`src/rtl/alrt_pkg.sv`:
```
package alrt_pkg;
  typedef enum logic [2:0] {
    ST_IDLE,   // bus free or not yet addressed
    ST_ADDR,   // shifting in the address byte
    ST_ACKW,   // matched, wait for falling edge to start ACK
    ST_ACKH,   // holding ACK low
    ST_SEND,   // shifting out own address
    ST_MACK,   // last reply bit on the wire, release at next fall
    ST_WON,    // reply complete, waiting for stop
    ST_SKIP    // not addressed or lost, wait for start/stop
  } rsp_state_e;
endpackage

```
`src/rtl/alrt_linecond.sv`:
```
module alrt_linecond (
  input  logic clk,
  input  logic rst,
  input  logic scl_i,
  input  logic sda_i,
  output logic scl_rise,
  output logic scl_fall,
  output logic start_c,
  output logic stop_c
);
  logic scl_q, sda_q;

  always_ff @(posedge clk) begin
    if (rst) begin
      scl_q <= 1'b1;
      sda_q <= 1'b1;
    end else begin
      scl_q <= scl_i;
      sda_q <= sda_i;
    end
  end

  always_comb begin
    scl_rise = scl_i & ~scl_q;
    scl_fall = ~scl_i & scl_q;
    start_c  = scl_i & scl_q & sda_q & ~sda_i;
    stop_c   = scl_i & scl_q & ~sda_q & sda_i;
  end
endmodule

```
`src/rtl/alrt_pending.sv`:
```
module alrt_pending (
  input  logic clk,
  input  logic rst,
  input  logic set_i,
  input  logic clr_i,
  output logic pend_o
);
  always_ff @(posedge clk) begin
    if (rst) pend_o <= 1'b0;
    else     pend_o <= set_i | (pend_o & ~clr_i);
  end
endmodule

```
`src/rtl/alrt_engine.sv`:
```
module alrt_engine
  import alrt_pkg::*;
#(
  parameter int               ADDR_W   = 7,
  parameter logic [ADDR_W-1:0] ARA_ADDR = 7'h0C
) (
  input  logic              clk,
  input  logic              rst,
  input  logic              scl_rise,
  input  logic              scl_fall,
  input  logic              start_c,
  input  logic              stop_c,
  input  logic              sda_i,
  input  logic              pend_i,
  input  logic [ADDR_W-1:0] dev_addr,
  output logic              sda_oe_o,
  output logic              serviced_o
);
  localparam int BYTE_W = ADDR_W + 1;
  localparam int CNT_W  = $clog2(BYTE_W);
  localparam logic [CNT_W-1:0]  LAST   = CNT_W'(BYTE_W - 1);
  localparam logic [BYTE_W-1:0] ARA_RD = {ARA_ADDR, 1'b1};

  rsp_state_e        state;
  logic [CNT_W-1:0]  bit_cnt;
  logic [BYTE_W-2:0] rx_sh;
  logic [BYTE_W-1:0] rx_byte;
  logic [BYTE_W-1:0] reply;
  logic [CNT_W-1:0]  tx_idx;
  logic              match;

  always_comb begin
    rx_byte = {rx_sh, sda_i};
    reply   = {dev_addr, 1'b0};
    tx_idx  = LAST - bit_cnt;
    match   = (rx_byte == ARA_RD) && pend_i;
  end

  always_ff @(posedge clk) begin
    if (rst) begin
      state      <= ST_IDLE;
      bit_cnt    <= '0;
      rx_sh      <= '0;
      sda_oe_o   <= 1'b0;
      serviced_o <= 1'b0;
    end else begin
      serviced_o <= 1'b0;
      if (stop_c) begin
        serviced_o <= (state == ST_WON);
        state      <= ST_IDLE;
        bit_cnt    <= '0;
        sda_oe_o   <= 1'b0;
      end else if (start_c) begin
        state    <= ST_ADDR;
        bit_cnt  <= '0;
        sda_oe_o <= 1'b0;
      end else begin
        case (state)
          ST_ADDR: if (scl_rise) begin
            rx_sh <= rx_byte[BYTE_W-2:0];
            if (bit_cnt == LAST) begin
              bit_cnt <= '0;
              state   <= match ? ST_ACKW : ST_SKIP;
            end else begin
              bit_cnt <= bit_cnt + CNT_W'(1);
            end
          end
          ST_ACKW: if (scl_fall) begin
            sda_oe_o <= 1'b1;
            state    <= ST_ACKH;
          end
          ST_ACKH: if (scl_fall) begin
            sda_oe_o <= ~reply[BYTE_W-1];
            bit_cnt  <= '0;
            state    <= ST_SEND;
          end
          ST_SEND: begin
            if (scl_rise) begin
              if (!sda_oe_o && !sda_i) begin
                state <= ST_SKIP;
              end else if (bit_cnt == LAST) begin
                state <= ST_MACK;
              end else begin
                bit_cnt <= bit_cnt + CNT_W'(1);
              end
            end else if (scl_fall) begin
              sda_oe_o <= ~reply[tx_idx];
            end
          end
          ST_MACK: if (scl_fall) begin
            sda_oe_o <= 1'b0;
            state    <= ST_WON;
          end
          default: ;
        endcase
      end
    end
  end
endmodule

```
`src/rtl/alrt_resp.sv`:
```
module alrt_resp #(
  parameter int               ADDR_W   = 7,
  parameter logic [ADDR_W-1:0] ARA_ADDR = 7'h0C
) (
  input  logic              clk,
  input  logic              rst,
  input  logic              scl_i,
  input  logic              sda_i,
  input  logic              event_req,
  input  logic [ADDR_W-1:0] dev_addr,
  output logic              sda_oe,
  output logic              alert_oe,
  output logic              serviced
);
  logic scl_rise, scl_fall, start_c, stop_c;

  alrt_linecond u_cond (
    .clk(clk), .rst(rst), .scl_i(scl_i), .sda_i(sda_i),
    .scl_rise(scl_rise), .scl_fall(scl_fall),
    .start_c(start_c), .stop_c(stop_c)
  );

  alrt_pending u_pend (
    .clk(clk), .rst(rst), .set_i(event_req), .clr_i(serviced),
    .pend_o(alert_oe)
  );

  alrt_engine #(.ADDR_W(ADDR_W), .ARA_ADDR(ARA_ADDR)) u_eng (
    .clk(clk), .rst(rst),
    .scl_rise(scl_rise), .scl_fall(scl_fall),
    .start_c(start_c), .stop_c(stop_c),
    .sda_i(sda_i), .pend_i(alert_oe), .dev_addr(dev_addr),
    .sda_oe_o(sda_oe), .serviced_o(serviced)
  );
endmodule

```
`config.mk`:
```
export PLATFORM = sky130hd
export DESIGN_NAME = alrt_resp
export DESIGN_NICKNAME = d
export VERILOG_FILES = /design/src/rtl/alrt_pkg.sv /design/src/rtl/alrt_linecond.sv /design/src/rtl/alrt_pending.sv /design/src/rtl/alrt_engine.sv /design/src/rtl/alrt_resp.sv
export SDC_FILE = /design/constraint.sdc
export NUM_CORES = 1
export LEC_CHECK = 0
export ABC_AREA = 1
export BUFFER_PORTS_ARGS = -buffer_cell sky130_fd_sc_hd__buf_2
export CAP_MARGIN = 40
export CORE_MARGIN = 2
export CORE_UTILIZATION = 40
export CTS_CLUSTER_DIAMETER = 150
export DETAILED_ROUTE_END_ITERATION = 6
export HOLD_SLACK_MARGIN = 0.06
export SYNTH_ARGS = -nofsm -noshare
export SYNTH_HDL_FRONTEND = slang
export SYNTH_SLANG_ARGS = --single-unit
```
`constraint.sdc`:
```
create_clock -name clk -period 3.3 [get_ports clk]
set_input_delay 0 -clock clk [delete_from_list [all_inputs] [get_ports clk]]
set_output_delay 0 -clock clk [all_outputs]
set_load 0.05 [all_outputs]
```
==> metrics.txt <==
largest net degree at the start of global routing 12; CP Capture Type flop; routed vias approximately 1100; Synth Area in XOR/XNOR 0; Multi-input gate area 594.3 sq um; critical path type reg2reg; clk sinks 18; total CTS buffers 3; synth unique cells 22; worst-path fanout max 8; Synth Area in Compound Gates 0.1497; Synth area leader dfxtp_1; register area share after synthesis 0.3449; hold depth 4; largest family of logic cells by synthesized area simple AND/OR/NAND/NOR gates; Syn Inst Count roughly 170; Core Area 2477 sq um; Worst R2R End u_eng.state[0]$_SDFFE_PP0P_; mapped cell area 1045 sq um; initial antenna violation count 0; Crit-path slowest cell dfxtp_1; CP startpoint u_eng.state[2]$_SDFFE_PP0P_; final setup vio count 0; fin crit share 0.4946; worst endpoint required time 3.53 ns; Max Cap Viol 0; crit-path most repeated cell nand2_1; post-DP HPWL 1817 um; relative slew slack 0.7799; Post-Synth Simple-Gate Area 0.3832; crit path cell chain ha_1, or2_2, o21ai_0, a21oi_1, nand2_1, nand2_1, nor2_1; clock root cell clkbuf_4; CTS hold repair buffers 4; status complete, no violations; Worst-Skew Late Latency around 0.29 ns; Critical Path Sink u_eng.state[0]$_SDFFE_PP0P_; maximum vdd ir drop 0.0004982 V; RSZ-0062 raised after global routing false; Port Buffers 14; Layout area overhead 17.25%; Reg2Reg Setup Slack roughly 1.7 ns; die area 3037 sq um; CTS tree done; leakage power 0.6080 nW; final hold violations 0; worst r2r path cells 7; H-tree Lvls 1; first-pass GRT wire length 3788 um; largest cells by area after synthesis dfxtp_1 34%, nor2_1 13%, nand2_1 12%; Post-Synthesis Net Count ~180; syn_area_per_cell 6.256 sq um; IO Count 15; Pre-antenna DRT Iters 4; Max Freq between 600 and 700 MHz; Final Wtd Congestion 0.8183; mux cell area share after synthesis 0; drt drc 0; setup_tns 0 ns; measured slew at the worst slew-check pin roughly 0.33 ns; fin cells 218; Tot GR Track Use 0.1776; vias per cell 4.858; Total Power 0.8111 mW; postcts setup bufs 0; diode count 0; Worst Setup Start Kind flop; Placed Cells 210; crit-path leading delay family flip-flops; Reg clk slew, reported paths 0.10 ns; Hold Slack around 0.11 ns; Pwr Density 662.1 nW/um^2; die height 55.11 um; CTS max path bufs 2; # fillers 260; Synth top area share 0.3449; site row count 18; routed len/inst slightly above 10 um; NumNets Final 204; DRT Wirelength 2259 um; Final ANT Viol Nets 0; WP buf/inv 0; Worst Hold Class in2reg; worst r2r src u_eng.state[2]$_SDFFE_PP0P_; Adder-Cell Fraction of Synth Area 0.03593; Crit. path cell count 7; total global routing overflow 0; minimum clock period 1.632 ns; vias in the first global route slightly below 900; slowest stage delay, CP 0.53 ns; layout cell share with drive strength beyond 1 0.1436; Starting DRT DRC Count 13; post-cts resize count 0; Initial Util 0.4217; crit path DAT between 1.5 and 2 ns; register area 360.3 sq um; Yosys warnings 0; die width 55.11 um; Yosys reg bits 18; Slew Viols, Final 0; clock skew 0.002755 ns
## per-layer routing
| metal | GRT usage | wire, um | share of wire |
|---|---|---|---|
| met5 | 0 | 0 | 0 |
| met4 | 0.07317 | 10 | 0.0044 |
| met3 | 0.03226 | 44 | 0.019 |
| met2 | 0.2798 | 1044 | 0.46 |
| met1 | 0.2384 | 1159 | 0.51 |
## synth_stat cells
master,number
a21o_1,1
a21oi_1,10
clkbuf_1,1
dfxtp_1,18
ha_1,3
inv_1,21
inv_2,2
nand2_1,34
nand2_2,1
nand3_1,12
nand4_1,2
nor2_1,35
nor2_2,3
nor2_4,2
nor3_1,3
o211ai_1,1
o21a_1,1
o21ai_0,13
o21ai_1,1
o22ai_1,1
o31ai_1,1
or2_2,1
## area by class of cell
cell class	instances	area share
sequential	18	0.2942
inverter	23	0.07048
clock buffer	4	0.02962
multi-input combinational	125	0.4852
tap	30	0.03064
timing repair buffer	18	0.08989
## sequential cells by signal (all words and copies together), names as in the netlist
| name | count |
|---|---|
| u_cond.sda_q | 1 |
| u_eng.state | 3 |
| u_eng.serviced_o | 1 |
| u_eng.rx_sh | 7 |
| u_eng.sda_oe_o | 1 |
| u_pend.pend_o | 1 |
| u_cond.scl_q | 1 |
| u_eng.bit_cnt | 3 |
## per-stage QoR
step,area (sq um),util,worst slack [ns]
finish,1225,0.4944,1.668
global route,1225,0.4944,1.488
CTS,1225,0.4944,1.671
detailed placement,1149,0.4636,1.698
global placement,1149,0.4636,1.760
floorplan,1045,-,1.810
## placed cells by master (no fill, tap or decap)
cell | netlist | routed
dlygate4sd3_1 | 0 | 4
nand2_2 | 1 | 1
nand2_1 | 34 | 34
o31ai_1 | 1 | 1
clkbuf_4 | 0 | 3
nand3_1 | 12 | 12
a21o_1 | 1 | 1
nor3_1 | 3 | 3
dfxtp_1 | 18 | 18
or2_2 | 1 | 1
o22ai_1 | 1 | 1
clkbuf_8 | 0 | 1
buf_2 | 0 | 14
o21ai_0 | 13 | 13
a21oi_1 | 10 | 10
nor2_4 | 2 | 2
nand4_1 | 2 | 2
o21ai_1 | 1 | 1
o21a_1 | 1 | 1
nor2_2 | 3 | 3
ha_1 | 3 | 3
o211ai_1 | 1 | 1
inv_2 | 2 | 2
inv_1 | 21 | 21
nor2_1 | 35 | 35
## worst min-delay path by stage
stage | from | to | slack [ns]
floorplan | rst | u_pend.pend_o$_SDFF_PP0_ | 0.07
global placement | rst | u_pend.pend_o$_SDFF_PP0_ | 0.17
detailed placement | rst | u_pend.pend_o$_SDFF_PP0_ | 0.18
CTS | dev_addr[6] | u_eng.sda_oe_o$_SDFFE_PP0P_ | 0.10
global route | dev_addr[6] | u_eng.sda_oe_o$_SDFFE_PP0P_ | 0.13
finish | dev_addr[6] | u_eng.sda_oe_o$_SDFFE_PP0P_ | 0.11
## power breakdown
group / internal [mW] / leakage, nW / switching [mW]
registers: 0.248 / 0.147 / 0.0447
clock network: 0.0672 / 0.0210 / 0.0670
logic: 0.138 / 0.440 / 0.246
## worst register-to-register path: cells and delay by family, from the launching register on
family	cells	cell delay, ns
AO/OA/AOI/OAI	2	0.24
AND/OR/NAND/NOR	4	0.47
adder cells (fa/ha/maj)	1	0.34
flip-flops	1	0.53
## kinds of logic (layout without fill, tap and decap cells)
logic type	Yosys count	count (layout)
adders and majority gates	3	3
buffers and inverters	24	45
DFF	18	18
and+or+nand+nor	93	93
AOI/OAI and AO/OA	29	29
Power figures use the tool's default switching activity.
